### src/rtl/reprog_pkg.sv
package reprog_pkg;
  // Stages in each pin synchronizer chain
  localparam int unsigned SYNC_DEPTH = 2;

  // Result of one low-duration qualifier
  typedef struct packed {
    logic level;  // synchronized pin level
    logic fire;   // duration limit crossed this cycle
  } qual_t;
endpackage

### src/rtl/reprog_pin_sync.sv
module reprog_pin_sync #(
  parameter int unsigned WIDTH  = 2,
  parameter int unsigned STAGES = 2
) (
  input  logic             clk,
  input  logic             rst_n,
  input  logic [WIDTH-1:0] d_i,
  output logic [WIDTH-1:0] q_o
);
  // Chains reset to 0, so a pin counts as "seen high" only after release
  for (genvar b = 0; b < WIDTH; b++) begin : g_bit
    logic [STAGES-1:0] chain_q;
    logic [STAGES-1:0] chain_d;

    always_comb chain_d = {chain_q[STAGES-2:0], d_i[b]};

    always_ff @(posedge clk or negedge rst_n) begin
      if (!rst_n) chain_q <= '0;
      else        chain_q <= chain_d;
    end

    assign q_o[b] = chain_q[STAGES-1];
  end
endmodule

### src/rtl/reprog_low_qual.sv
module reprog_low_qual
  import reprog_pkg::*;
#(
  parameter int unsigned LOW_CYCLES = 300
) (
  input  logic  clk,
  input  logic  rst_n,
  input  logic  lvl_i,
  output qual_t q_o
);
  localparam int unsigned CW = $clog2(LOW_CYCLES + 1);

  logic          prev_q;
  logic          armed_q, armed_d;
  logic [CW-1:0] cnt_q, cnt_d;
  logic          cnt_en;
  logic          fall, fire;

  // prev_q resets low: a level that is low from reset is not an edge
  assign fall = prev_q & ~lvl_i;
  assign fire = armed_q & ~lvl_i & (cnt_q == CW'(LOW_CYCLES));

  always_comb begin
    armed_d = armed_q;
    cnt_d   = cnt_q;
    cnt_en  = 1'b0;
    if (lvl_i) begin
      armed_d = 1'b0;
      cnt_d   = '0;
      cnt_en  = 1'b1;
    end else if (fall) begin
      armed_d = 1'b1;
      cnt_d   = CW'(1);
      cnt_en  = 1'b1;
    end else if (fire) begin
      armed_d = 1'b0;
      cnt_d   = '0;
      cnt_en  = 1'b1;
    end else if (armed_q) begin
      cnt_d   = cnt_q + CW'(1);
      cnt_en  = 1'b1;
    end
  end

  always_ff @(posedge clk or negedge rst_n) begin
    if (!rst_n) begin
      prev_q  <= 1'b0;
      armed_q <= 1'b0;
      cnt_q   <= '0;
    end else begin
      prev_q  <= lvl_i;
      armed_q <= armed_d;
      if (cnt_en) cnt_q <= cnt_d;
    end
  end

  assign q_o.level = lvl_i;
  assign q_o.fire  = fire;
endmodule

### src/rtl/reprog_stuck_mon.sv
module reprog_stuck_mon #(
  parameter int unsigned STUCK_CYCLES = 1000
) (
  input  logic clk,
  input  logic rst_n,
  input  logic lvl_i,
  output logic stuck_o
);
  localparam int unsigned SW = $clog2(STUCK_CYCLES + 1);

  logic [SW-1:0] cnt_q, cnt_d;
  logic          cnt_en;
  logic          stuck_q, stuck_d;
  logic          at_limit;

  assign at_limit = (cnt_q == SW'(STUCK_CYCLES));

  always_comb begin
    cnt_d   = cnt_q;
    cnt_en  = 1'b0;
    stuck_d = stuck_q;
    if (lvl_i) begin
      cnt_d   = '0;
      cnt_en  = 1'b1;
      stuck_d = 1'b0;
    end else if (at_limit) begin
      stuck_d = 1'b1;
    end else begin
      cnt_d   = cnt_q + SW'(1);
      cnt_en  = 1'b1;
    end
  end

  always_ff @(posedge clk or negedge rst_n) begin
    if (!rst_n) begin
      cnt_q   <= '0;
      stuck_q <= 1'b0;
    end else begin
      stuck_q <= stuck_d;
      if (cnt_en) cnt_q <= cnt_d;
    end
  end

  assign stuck_o = stuck_q;
endmodule

### src/rtl/reprog_detect.sv
module reprog_detect
  import reprog_pkg::*;
#(
  parameter int unsigned LOW_CYCLES   = 300,
  parameter int unsigned STUCK_CYCLES = 1000
) (
  input  logic clk,
  input  logic rst_n,
  input  logic configured_i,
  input  logic prog_pin_n_i,
  input  logic rst_pin_n_i,
  output logic reprog_req_o
);
  localparam int unsigned NPINS = 2;
  localparam int unsigned PROG  = 0;
  localparam int unsigned RSTP  = 1;

  // Reset: asserted at once, released through two flops
  logic rst_meta_q, rst_sync_n;
  always_ff @(posedge clk or negedge rst_n) begin
    if (!rst_n) begin
      rst_meta_q <= 1'b0;
      rst_sync_n <= 1'b0;
    end else begin
      rst_meta_q <= 1'b1;
      rst_sync_n <= rst_meta_q;
    end
  end

  logic [NPINS-1:0] pins_raw, pins_lvl;
  assign pins_raw[PROG] = prog_pin_n_i;
  assign pins_raw[RSTP] = rst_pin_n_i;

  reprog_pin_sync #(.WIDTH(NPINS), .STAGES(SYNC_DEPTH)) u_sync (
    .clk  (clk),
    .rst_n(rst_sync_n),
    .d_i  (pins_raw),
    .q_o  (pins_lvl)
  );

  logic prog_lvl, rst_lvl;
  assign prog_lvl = pins_lvl[PROG];
  assign rst_lvl  = pins_lvl[RSTP];

  qual_t qual [NPINS];
  for (genvar p = 0; p < NPINS; p++) begin : g_qual
    reprog_low_qual #(.LOW_CYCLES(LOW_CYCLES)) u_qual (
      .clk  (clk),
      .rst_n(rst_sync_n),
      .lvl_i(pins_lvl[p]),
      .q_o  (qual[p])
    );
  end

  logic stuck;
  reprog_stuck_mon #(.STUCK_CYCLES(STUCK_CYCLES)) u_stuck (
    .clk    (clk),
    .rst_n  (rst_sync_n),
    .lvl_i  (prog_lvl),
    .stuck_o(stuck)
  );

  // Source select and configured gate, then one output register
  logic fire_sel, req_d, req_q;
  always_comb begin
    fire_sel = stuck ? qual[RSTP].fire : qual[PROG].fire;
    req_d    = fire_sel & configured_i;
  end

  always_ff @(posedge clk or negedge rst_sync_n) begin
    if (!rst_sync_n) req_q <= 1'b0;
    else             req_q <= req_d;
  end

  assign reprog_req_o = req_q;
endmodule

### config.mk
export PLATFORM = sky130hd
export DESIGN_NAME = reprog_detect
export DESIGN_NICKNAME = d
export VERILOG_FILES = /design/src/rtl/reprog_pkg.sv /design/src/rtl/reprog_pin_sync.sv /design/src/rtl/reprog_low_qual.sv /design/src/rtl/reprog_stuck_mon.sv /design/src/rtl/reprog_detect.sv
export SDC_FILE = /design/constraint.sdc
export NUM_CORES = 1
export LEC_CHECK = 0
export BUFFER_PORTS_ARGS = -buffer_cell sky130_fd_sc_hd__buf_4
export CAP_MARGIN = 10
export CORE_AREA = 2 2 88 90
export DETAILED_ROUTE_END_ITERATION = 10
export DIE_AREA = 0 0 90 92
export SLEW_MARGIN = 20
export SYNTH_ARGS = -nofsm -noshare
export SYNTH_HDL_FRONTEND = slang
export SYNTH_HIERARCHICAL = 1
export SYNTH_SLANG_ARGS = --single-unit
### constraint.sdc
create_clock -name clk -period 1.3 [get_ports clk]
set_input_delay 0.065 -clock clk [delete_from_list [all_inputs] [get_ports clk]]
set_output_delay 0.065 -clock clk [all_outputs]
set_load 0.005 [all_outputs]
[Yosys cells after proc, flatten, opt, wreduce, memory -nomap -nowiden]
Cells that the tools add are included.
W data, S select, Z words.
Word-level totals
  memory bits (writable): 0
  latch bits: 0
  memories: 0
  memory bits (read-only): 0
  input port bits: 5
  logic and storage cells: 66
  output and inout port bits: 1
  flip-flop bits (word level): 40
Cells by class
  equality and inequality tests: 4
  multiplexer cells: 29
  shifts and indexed selects: 0
  bitwise operators: 9
  divide/modulo/power cells: 0
  reductions and logical operators: 8
  order comparisons: 0
  $add $sub $neg: 3
  multipliers: 0
Operator list (number)
  $mux W9: 8
  $mux W10: 2
  $mux W1: 19
  $add A9 B1 Y9 const B: 2
  $eq A9 B9 Y1 const B: 2
  $add A10 B1 Y10 const B: 1
  $eq A10 B10 Y1 const B: 1
  $reduce_bool A4 Y1: 2
  $and A1 B1 Y1: 7
  $reduce_and A2 Y1: 3
  $reduce_bool A3 Y1: 2
  $ne A2 B2 Y1 const B: 1
  $not A1 Y1: 2
  $reduce_bool A2 Y1: 1

[Depth between registers and ports, before layout]
  depth in word-level cells: 7
  mapped depth: 8
  depth with buffers taken out: 7

[Cells and area by module]
The synthesis kept the hierarchy.
By module, submodules not included
  reprog_low_qual at g_qual[0].u_qual: cells each 66, seq. area each 275.3 µm², area an instance 673.1 µm², instances 1
  reprog_low_qual at g_qual[1].u_qual: cells each 66, seq. area each 275.3 µm², area an instance 655.6 µm², instances 1
  reprog_stuck_mon: cells each 58, seq. area each 275.3 µm², area an instance 586.8 µm², instances 1
  reprog_pin_sync: cells each 6, seq. area each 100.1 µm², area an instance 115.1 µm², instances 1
  reprog_detect: cells each 6, seq. area each 75.1 µm², area an instance 95.1 µm², instances 1

[Worst setup path before layout]
OpenSTA, ideal clock, no wires.
  path kind: reg2reg
  start: reg g_qual[0].u_qual.cnt_q[0]
  end: reg g_qual[0].u_qual.cnt_q[2]
  data arrival time: 1.337 ns
  slack: -0.137 ns
  stages on the path, launching flop included: 7
  data required time: 1.199 ns
  library setup time: 0.101 ns
  path buffers: 0
  clock period less this slack: 1.437 ns
  cell sequence: dfrtp_1 -> inv_1 -> ha_1 -> and4bb_2 -> a41oi_4 -> nand4_1 -> o311ai_2
Between the ends
  cells in the longest elaborated chain, start to end: 6
  elaborated cells on any way between the ends: 12
  classes of those cells: add/sub: 1; eq/ne: 1; mux: 7; bitwise: 1; reduce/logical: 2
RTL lines
  start: declaration: line reprog_low_qual.sv:15  | logic [CW-1:0] cnt_q, cnt_d;
  start signal: assignment: line reprog_low_qual.sv:53  | if (cnt_en) cnt_q <= cnt_d;
  branches (longest 6 deep; another with $add A9 B1 Y9)
Parallel ways; which one is timed is not known. The select of a mux whose other input is x is not followed.
A chain may end at the register's enable or synchronous reset.

[Final worst setup path]
  start: reg g_qual[1].u_qual.cnt_q[1]
  end: reg g_qual[1].u_qual.cnt_q[2]
Between the ends
  cells in the longest elaborated chain, start to end: 6
  elaborated cells on any way between the ends: 12
  classes of those cells: add/sub: 1; eq/ne: 1; mux: 7; bitwise: 1; reduce/logical: 2
RTL lines (line)
  start: declaration: reprog_low_qual.sv:15
  start signal: assignment: reprog_low_qual.sv:53
  branches (longest 6 deep; another with $add A9 B1 Y9)
Parallel ways; which one is timed is not known. The select of a mux whose other input is x is not followed.

==> flow_results.org <==
** Logic synthesis
- The cell area that synthesis handed to floorplanning was 2111 um^2.
- Average cell area after synthesis :: 10.55 um^2
- The Yosys step of the flow raised 6 warnings.
- Counting every net in the synthesized netlist gives 211.
- Gate count after technology mapping :: 200

** Place
- Half-perimeter wire length after detailed placement :: 3234 um
- Cells after DPL :: 338
- Routability-driven placement finished with a final weighted congestion of 0.8438.
- Input and output buffers added on the ports amount to 5.
- In this run the cell area measured after placement is 2521 um^2.

** Global route
- Total track usage :: 11.93%
- The number of antenna violations at the first check in global routing came to 0.
- Entering global routing, the biggest net connects 39 pins.
- The via count of the first global-routing pass came to 1735.
- The first global-routing pass estimated 7983 um of wire.
- For this run the aggregate overflow at the end of global routing stands at 0.

** Routing
- Post-route ant nets :: 0
- In the final routed layout, each cell accounts on average for 13.36 um.
- Post-route DRC violation count :: 0
- Dividing the detail-routed via count by the number of cells gives 4.817.
- Via total after detailed routing :: 1715
- DRT iter0 DRCs :: 58
- DR pass1 iterations :: 4
- For this block, the routed nets add up to 4755 um of wire.

** Finish
- Summing all non-filler instances in the final layout gives an area of 2872 um^2.
- After the last flow step, the layout net total stands at 264.
- The sequential cells in the finished layout cover a total of 1006 um^2.
- Post-layout util :: 38.56%
- Leaving out filler cells and counting taps, the final layout contains 356.
- Relative to the synthesized area, the layout overhead comes to 36.04%.
- Antenna Cells :: 0
- The multi-input combinational cells in the finished layout cover a total of 1166 um^2.
- Fraction of final layout cells with drive strength greater than 1 :: 46.06%
- Fillers :: 767

** STA
- In the post-route analysis, the smallest setup slack over all paths is -138.0 ps.
- For the finished layout, the period the worst path requires is 1438 ps.
- Setup repair after global routing could not meet its margin everywhere.
- Final Hold Vio Count :: 0
- Final period utilization :: 110.6%
- The final-report max-slew violation count came to 0.
- Timing-limited maximum frequency :: 695.4 MHz
- Final Skew :: 8.399 ps
- Setup violations remaining at the end of the flow were counted as 23.
- Final hold analysis gives a worst-case slack of 11.57 ps.

** Pwr
- The analysis attributes to cell leakage a power of 1.154 nW.
- Worst-case vdd ir drop :: 0.3632 mV
- For this design the ratio of total power to cell area is 864.9 nW/um^2.

** Worst setup path
- For the worst setup path, the data required time is 1500 ps.
- The worst setup path is launched from a flip-flop.
- For the worst setup path, the data arrival time is 1640 ps.
- Kind of end point of the critical path :: flip-flop
- The critical path is of the reg2reg type.
- Along the worst path, the maximum fanout reaches 5.
- Setup slack on the worst reg-to-reg path comes out at -140 ps.

** Die
- Core ar. :: 7447 um^2
- Measured along the y axis, the die boundary spans 92 um.
- In this run the count of I/O pins placed on the die edge is 6.
- The die covers 8280 um^2.
- The die is 90 um wide.
- Starting density of the core :: 28.34%
- Row generation in the floorplan step produced 32 rows.

** Job
- Max-cap violations in this run came to 0.

** Run status
- The final reports fail on negative setup slack.
- Result of the run :: finished, violations left

** Clocking
- Clock H-tree levels :: 2
- TritonCTS built the clock tree.
- Clock-pin slew was measured on the worst setup and hold paths at 80 ps.
- The number of clock buffers added by TritonCTS is 5.
- The clock passes through at most 2 buffers.
- Counting every sink on the clock net gives 40.
- Clock network latency to the later pin of the worst-skew pair :: 300 ps
- Clock tree synthesis selected as its root buffer the cell clkbuf_8.

** Worst hold path
- Type of the tightest min-delay check :: in2reg
==> worst max-delay path, cell delays in order (launching register included) <==
cell and delay [ps]:
dfrtp_1 380, inv_2 50, ha_2 170, and4bb_2 260, a41oi_4 280, nand4_1 120
o311ai_1 100
==> state kept, by name, summed over array words and instances, names as in the netlist <==
| name | flops |
|---|---|
| g_qual.u_qual/armed_q | 2 |
| g_qual.u_qual/cnt_q | 18 |
| g_qual.u_qual/prev_q | 2 |
| reprog_req_o | 1 |
| rst_meta_q | 1 |
| rst_sync_n | 1 |
| u_stuck/cnt_q | 10 |
| u_stuck/stuck_o | 1 |
| u_sync/g_bit.chain_q | 4 |
==> layer usage <==
metal  global-route usage (%)  routed length, um  vias up
met5                        0                  0        -
met3                    3.040                121        6
met4                    4.615                 64        0
met1                    14.81               2084      856
met2                    19.99               2484       18
li1                         -                  -      835
==> layout by cell type, fill, tap and decap left out, types with 2 or more instances in the layout <==
cell / n
inv_2: 8
ha_2: 3
dfrtp_2: 4
nor2_2: 3
nand3_2: 3
a41oi_4: 2
nand2_1: 11
buf_4: 47
o211ai_1: 6
nor3_1: 5
clkbuf_8: 6
and4bb_4: 2
a31o_2: 2
nor3_2: 4
nor3_4: 3
clkinvlp_4: 2
and4bb_2: 2
inv_1: 5
a31oi_1: 3
a21oi_2: 2
dfrtp_1: 36
nor3b_2: 2
nor2b_1: 2
buf_6: 2
ha_4: 2
o21ai_0: 4
a21oi_1: 6
or4_1: 2
nand3_1: 14
dlygate4sd3_1: 3
nand4_1: 9
o31ai_1: 3
and4_1: 2
nand2_2: 4
or3_1: 2
nor2_1: 8
xnor2_1: 7
==> power by group <==
group	internal, mW	total, mW	switching (mW)	leakage (nW)
Sequential	1.28	1.31	0.0335	0.525
Clock	0.430	0.904	0.474	0.0434
Combinational	0.130	0.270	0.140	0.585
Total	1.84	2.48	0.648	1.15
==> layout make-up <==
class | count | share of cell area, %
Multi-Input combinational cell | 140 | 40.61
Sequential cell | 40 | 35.03
Timing Repair Buffer | 53 | 14.81
Tap cell | 102 | 4.444
Clock buffer | 6 | 2.876
Inverter | 13 | 1.699
Clock inverter | 2 | 0.5229
==> worst paths after layout <==
path,endpoint,cells after the start,start
worst max-delay path,g_qual[1].u_qual/cnt_q[2],6,g_qual[1].u_qual/cnt_q[1]
worst min-delay path,reprog_req_o,2,configured_i
worst min register to register,u_stuck/cnt_q[7],1,rst_sync_n
max in group asynchronous,u_stuck/cnt_q[2],1,rst_sync_n
worst max register to register,g_qual[1].u_qual/cnt_q[2],6,g_qual[1].u_qual/cnt_q[1]
min in group asynchronous,rst_sync_n,2,rst_n
==> per-stage QoR <==
| stage | total power, mW | setup slack (ps) | setup TNS, ps |
|---|---|---|---|
| floorplan | 1.447 | -92.78 | -521.6 |
| global placement | 1.548 | -128.8 | -1062 |
| detailed placement | 1.552 | -134.1 | -1426 |
| CTS | 2.491 | -117.5 | -1553 |
| global route | 2.599 | -217.9 | -3572 |
| finish | 2.484 | -138.0 | -1674 |
==> timing repair <==
item                                   4_1_cts  5_1_grt
setup endpoints to repair                   27       31
endpoints found under the hold margin        4        0
hold buffers                                 3        0
pin swaps                                   11       13
gates cloned                                 0        0
setup buffers                                4        3
gates resized for setup                     11       29
Power figures use the tool's default switching activity.
